### config.mk
export PLATFORM = sky130hd
export DESIGN_NAME = nor_done_poller
export DESIGN_NICKNAME = d
export VERILOG_FILES = /design/src/rtl/nor_poll_pkg.sv /design/src/rtl/nor_poll_ctrl.sv /design/src/rtl/nor_poll_dp.sv /design/src/rtl/nor_done_poller.sv
export SDC_FILE = /design/constraint.sdc
export NUM_CORES = 1
export LEC_CHECK = 0
export BUFFER_PORTS_ARGS = -buffer_cell sky130_fd_sc_hd__clkbuf_2
export CAP_MARGIN = 30
export CORE_ASPECT_RATIO = 1.5
export CORE_MARGIN = 2
export CORE_UTILIZATION = 40
export DETAILED_ROUTE_END_ITERATION = 8
export PLACE_DENSITY = 0.71
export SYNTH_ARGS = -nofsm -noshare
export SYNTH_HDL_FRONTEND = slang
export SYNTH_SLANG_ARGS = --single-unit
### constraint.sdc
create_clock -name clk -period 2.25 [get_ports clk]
set_input_delay 0.45 -clock clk [delete_from_list [all_inputs] [get_ports clk]]
set_output_delay 0.45 -clock clk [all_outputs]
set_load 0.03 [all_outputs]
### src/rtl/nor_poll_pkg.sv
package nor_poll_pkg;

  typedef enum logic [2:0] {
    ST_IDLE,
    ST_POLL,
    ST_RECHECK,
    ST_CONFIRM,
    ST_FINISH
  } poll_state_t;

  typedef struct packed {
    logic loadCmd;
    logic capture;
    logic setPass;
    logic setFail;
  } poll_strobe_t;

endpackage

### src/rtl/nor_poll_ctrl.sv
module nor_poll_ctrl
  import nor_poll_pkg::*;
(
  input  logic         clk,
  input  logic         rstN,
  input  logic         startReq,
  input  logic         rdAck,
  input  logic         bitMatch,
  input  logic         limitHit,
  output poll_strobe_t strb,
  output logic         rdReq,
  output logic         busy,
  output logic         done
);

  poll_state_t state, stateNxt;

  always_ff @(posedge clk or negedge rstN) begin
    if (!rstN) state <= ST_IDLE;
    else       state <= stateNxt;
  end

  always_comb begin
    stateNxt = state;
    strb     = '0;
    unique case (state)
      ST_IDLE: begin
        if (startReq) begin
          strb.loadCmd = 1'b1;
          stateNxt     = ST_POLL;
        end
      end
      ST_POLL: begin
        if (rdAck) begin
          strb.capture = 1'b1;
          if (bitMatch)      stateNxt = ST_CONFIRM;
          else if (limitHit) stateNxt = ST_RECHECK;
          else               stateNxt = ST_POLL;
        end
      end
      ST_RECHECK: begin
        if (rdAck) begin
          strb.capture = 1'b1;
          if (bitMatch) begin
            stateNxt = ST_CONFIRM;
          end else begin
            strb.setFail = 1'b1;
            stateNxt     = ST_FINISH;
          end
        end
      end
      ST_CONFIRM: begin
        if (rdAck) begin
          strb.capture = 1'b1;
          strb.setPass = 1'b1;
          stateNxt     = ST_FINISH;
        end
      end
      ST_FINISH: stateNxt = ST_IDLE;
      default:   stateNxt = ST_IDLE;
    endcase
  end

  assign rdReq = (state == ST_POLL) || (state == ST_RECHECK) || (state == ST_CONFIRM);
  assign busy  = (state != ST_IDLE);
  assign done  = (state == ST_FINISH);

  AST_REQ_HELD: assert property (@(posedge clk) disable iff (!rstN)
    rdReq && !rdAck |=> rdReq);
  AST_DONE_SINGLE: assert property (@(posedge clk) disable iff (!rstN)
    done |=> !done);
  AST_DONE_AFTER_ACK: assert property (@(posedge clk) disable iff (!rstN)
    $rose(done) |-> $past(rdAck));
  AST_IDLE_NO_REQ: assert property (@(posedge clk) disable iff (!rstN)
    !busy |-> !rdReq);

endmodule

### src/rtl/nor_poll_dp.sv
module nor_poll_dp
  import nor_poll_pkg::*;
#(
  parameter int ADDR_W   = 21,
  parameter int DATA_W   = 8,
  parameter int DONE_BIT = 7,
  parameter int LIMIT_BIT = 5
) (
  input  logic              clk,
  input  logic              rstN,
  input  poll_strobe_t      strb,
  input  logic              startErase,
  input  logic [DATA_W-1:0] startData,
  input  logic [ADDR_W-1:0] startAddr,
  input  logic [DATA_W-1:0] rdData,
  output logic              bitMatch,
  output logic              limitHit,
  output logic [ADDR_W-1:0] rdAddr,
  output logic              result,
  output logic [DATA_W-1:0] doneData
);

  localparam logic [DATA_W-1:0] DONE_MASK = DATA_W'(1) << DONE_BIT;

  logic              eraseOp;
  logic [DATA_W-1:0] expWord;
  logic [ADDR_W-1:0] addrReg;
  logic [DATA_W-1:0] wordReg;
  logic              resultReg;

  always_ff @(posedge clk or negedge rstN) begin
    if (!rstN) begin
      eraseOp <= 1'b0;
      expWord <= '0;
      addrReg <= '0;
    end else if (strb.loadCmd) begin
      eraseOp <= startErase;
      expWord <= startData;
      addrReg <= startAddr;
    end
  end

  always_ff @(posedge clk or negedge rstN) begin
    if (!rstN)             wordReg <= '0;
    else if (strb.capture) wordReg <= rdData;
  end

  always_ff @(posedge clk or negedge rstN) begin
    if (!rstN)             resultReg <= 1'b0;
    else if (strb.setFail) resultReg <= 1'b1;
    else if (strb.setPass) resultReg <= 1'b0;
  end

  // Erase finishes when the flag bit reads 1; program when it equals the reference.
  generate
    if (DONE_BIT < DATA_W) begin : g_match
      assign bitMatch = eraseOp ? rdData[DONE_BIT]
                                : (((rdData ^ expWord) & DONE_MASK) == '0);
    end else begin : g_nomatch
      assign bitMatch = 1'b0;
    end
  endgenerate

  assign limitHit = rdData[LIMIT_BIT];
  assign rdAddr   = addrReg;
  assign result   = resultReg;
  assign doneData = wordReg;

  AST_STROBE_EXCL: assert property (@(posedge clk) disable iff (!rstN)
    $onehot0({strb.loadCmd, strb.setPass, strb.setFail}));
  AST_ENDS_WITH_CAPTURE: assert property (@(posedge clk) disable iff (!rstN)
    (strb.setPass || strb.setFail) |-> strb.capture);

endmodule

### src/rtl/nor_done_poller.sv
module nor_done_poller
  import nor_poll_pkg::*;
#(
  parameter int ADDR_W    = 21,
  parameter int DATA_W    = 8,
  parameter int DONE_BIT  = 7,
  parameter int LIMIT_BIT = 5
) (
  input  logic              clk,
  input  logic              rstN,
  input  logic              startReq,
  input  logic              startErase,
  input  logic [DATA_W-1:0] startData,
  input  logic [ADDR_W-1:0] startAddr,
  output logic              rdReq,
  output logic [ADDR_W-1:0] rdAddr,
  input  logic              rdAck,
  input  logic [DATA_W-1:0] rdData,
  output logic              busy,
  output logic              done,
  output logic              result,
  output logic [DATA_W-1:0] doneData
);

  poll_strobe_t strb;
  logic         bitMatch;
  logic         limitHit;

  nor_poll_ctrl u_ctrl (
    .clk      (clk),
    .rstN     (rstN),
    .startReq (startReq),
    .rdAck    (rdAck),
    .bitMatch (bitMatch),
    .limitHit (limitHit),
    .strb     (strb),
    .rdReq    (rdReq),
    .busy     (busy),
    .done     (done)
  );

  nor_poll_dp #(
    .ADDR_W    (ADDR_W),
    .DATA_W    (DATA_W),
    .DONE_BIT  (DONE_BIT),
    .LIMIT_BIT (LIMIT_BIT)
  ) u_dp (
    .clk        (clk),
    .rstN       (rstN),
    .strb       (strb),
    .startErase (startErase),
    .startData  (startData),
    .startAddr  (startAddr),
    .rdData     (rdData),
    .bitMatch   (bitMatch),
    .limitHit   (limitHit),
    .rdAddr     (rdAddr),
    .result     (result),
    .doneData   (doneData)
  );

  AST_ADDR_STEADY: assert property (@(posedge clk) disable iff (!rstN)
    busy && $past(busy) |-> $stable(rdAddr));
  AST_REQ_ADDR_HELD: assert property (@(posedge clk) disable iff (!rstN)
    rdReq && !rdAck |=> $stable(rdAddr));
  AST_DONE_BUSY: assert property (@(posedge clk) disable iff (!rstN)
    done |-> busy);

endmodule

==> results.yml <==
critical_path:
  cp_max_fo: 23
  crit_type: "flop to flop"
  worstRegToRegCells: 3
  start_kind: "flop"
  worstReg2RegStart: "u_ctrl.state[1]$_DFFE_PN0P_"
  crit_required_ns: 2.41
  worstSetupEndpoint: "u_dp.rdAddr[16]$_DFFE_PN0P_"
  cp.arrival_ns: 2.00
  critPathLaunch: "u_ctrl.state[1]$_DFFE_PN0P_"
  r2r_slack_ns: 0.41
  endpoint_kind: "flop"
  rr_endpoint: "u_dp.rdAddr[16]$_DFFE_PN0P_"
timing:
  finalCriticalPeriod_ns: 1.84
  slew_headroom_pct: 43.2
  setup_tns_ns: 0
  hold_viol_final: 0
  setup_viol: 0
  finalCritPeriodShare_pct: 82.0
  fmax_mhz: 542
  rsz0062_at_grt: "false"
  slew_viol_final: 0
  worstMarginPinSlew_ns: 0.852
  finClkSkew_ns: 0.00501
  post-route-worst-setup-slack_ns: 0.406
drt:
  via_per_inst: 4.86
  routed_wl_mm: 3.07
  firstDrtPassIters: 4
  ant_nets: 0
  num_vias: 1021
  avgRoutedWirePerCell_um: 14.6
  drtIter0Drc: 14
  drc: 0
power:
  ir_drop_mv: 0.878
  p_leak_nw: 1.00
  p_per_area_nw_per_um2: 1680
  p_comb_share_pct: 52.3
  p_switching_w: 0.00141
  p_sw_share_pct: 42.8
  power.total_w: 0.00331
  p_int_w: 0.00189
  p_clk_share_pct: 12.6
  pwr-share-seq_pct: 35.1
clock_network:
  clock_latency_ns: 0.28
  hold_buffers: 0
  cts_htree_levels: 2
  cts_tree: "done"
  cts_root_buffer: "clkbuf_8"
  post_cts_buffers: 0
  clkTransAtPathRegs_ns: 0.07
  cts_sinks: 35
  cts_buffers: 5
  cts-resized-gates: 0
  cts_max_path_buffers: 2
floorplanning:
  dieArea_um2: 4390
  die_w_um: 54.8
  io_pins: 75
  rows: 27
  start_util_pct: 42.0
  die_h_um: 80.1
  core_um2: 3680
placed_design:
  post-place-ws_ns: 0.398
  portBuffers: 67
  post-dp-hpwl_mm: 2.33
  post-place-cells: 202
  gp_congestion: 0.731
synth:
  synth_cells: 96
  ys_seq_area_share_pct: 56.7
  synthArstFlopShare_pct: 100
  synth_area_um2: 1550
  yosys_register_bits: 35
  synthesis.nets: 138
  synth_edf_count: 0
  synth_flop_cell: "dfrtp_1"
  synth_area_per_cell_um2: 16.1
  yosysUniqueCellTypes: 28
  yosysWarnings: 0
final_layout:
  finalNetCount: 208
  areaGrowthSynthToFinish_pct: 27.3
  diodes: 0
  fin_cells: 210
  layout-drive-gt1-share_pct: 65.9
run_status:
  status: "finished, final reports clean"
global_route:
  grt_overflow: 0
  grt_pass1_wl_mm: 4.94
  busiest_layer: "met2"
  antenna_found_initial: 0
  grt_max_degree: 36
  grt_pass1_vias: 1091
  gr-usage-all-layers_pct: 15.6
  grt_use_met2_pct: 27.4
  met3_usage_pct: 4.65
  grtUsageMet1_pct: 16.4
min_path:
  hold_class: "input port to async pin"
flow_run:
  drv_cap: 0
## synthesized netlist by cell type (2+ instances only)
master	number	area, um^2
inv_1	2	7.51
o21ba_2	2	20.0
dfrtp_1	35	876
nand2_1	2	7.51
buf_12	2	40.0
mux2_2	11	124
o21ai_0	2	10.0
mux2_4	20	300
## through the flow
step                instance area (um^2)  util (%)  hold WS (ns)
global route                        1970      53.4         0.338
finish                              1970      53.4         0.271
detailed placement                  1890      51.2         0.492
CTS                                 1970      53.4         0.302
global placement                    1890      51.2         0.489
floorplan                           1550         -         0.154
## final cells by class
class	instances	area [um^2]
clock buffer	7	76.3
sequential	35	876
timing repair buffer	67	335
clock inverter	1	5.00
fill	319	1720
multi-input combinational	55	613
inverter	2	7.51
tap	43	53.8
## cell usage in the layout (no fill, tap or decap)
cell type	instances
a2111oi_2	1
a21oi_1	1
a22oi_1	1
a31oi_1	1
and2_1	1
and3b_2	1
clkbuf_1	2
clkbuf_2	67
clkbuf_8	5
clkinv_2	1
dfrtp_1	35
inv_1	2
mux2_2	11
mux2_4	20
nand2_1	2
nand3b_1	1
nand4b_1	1
nor2_1	1
nor2_8	1
nor3_1	1
nor3b_1	1
o211ai_1	1
o21a_1	1
o21ai_0	2
o21ba_2	2
or2b_1	1
or3_1	1
or3_4	1
xor2_1	1
## sequential cells by signal, indices dropped and copies added (netlist names)
register       cells
u_dp.rdAddr       21
u_ctrl.state       3
u_dp.doneData      8
u_dp.eraseOp       1
u_dp.expWord       1
u_dp.result        1
## power groups by stage
stage	Sequential, W	Clock, W	Combinational (W)
5_1_grt	0.00120	0.000462	0.00184
6_report	0.00116	0.000416	0.00173
3_5_place_dp	0.00117	0	0.00175
4_1_cts	0.00117	0.000433	0.00176
2_1_floorplan	0.00168	0	0.000815
3_3_place_gp	0.00115	0	0.00171
## cells by family (layout without fill, tap and decap cells)
family / after synthesis / after routing / synth area share [%]
multiplexers: 31 / 31 / 27.4
XOR/XNOR: 1 / 1 / 0.567
buffers and inverters: 6 / 77 / 3.64
AO/OA/AOI/OAI: 10 / 10 / 5.10
AND/OR/NAND/NOR: 13 / 13 / 6.56
flip-flops: 35 / 35 / 56.7
## worst max-delay path, cell delays in order, from the launching register on
cell,delay [ns]
dfrtp_1,0.47
or3_4,0.44
nor2_8,0.43
mux2_2,0.40
## layer usage
metal	share of wire [%]	vias up
met1	36	509
met5	0	-
met2	58	31
met3	4.8	4
met4	1.2	0
li1	-	477
## worst min-delay path by stage
stage	startpoint	endpoint	slack (ns)	cells after the start
final	rstN	u_dp.rdAddr[15]$_DFFE_PN0P_	0.27	1
after global routing	rstN	u_dp.eraseOp$_DFFE_PN0P_	0.34	1
after CTS	rstN	u_dp.rdAddr[15]$_DFFE_PN0P_	0.30	1
after detailed placement	u_dp.doneData[5]$_DFFE_PN0P_	u_dp.doneData[5]$_DFFE_PN0P_	0.49	1
after global placement	u_dp.doneData[2]$_DFFE_PN0P_	u_dp.doneData[2]$_DFFE_PN0P_	0.49	1
after floorplan	rstN	u_ctrl.state[0]$_DFFE_PN0P_	0.15	0
No activity file was read; power rests on OpenSTA's default activity.
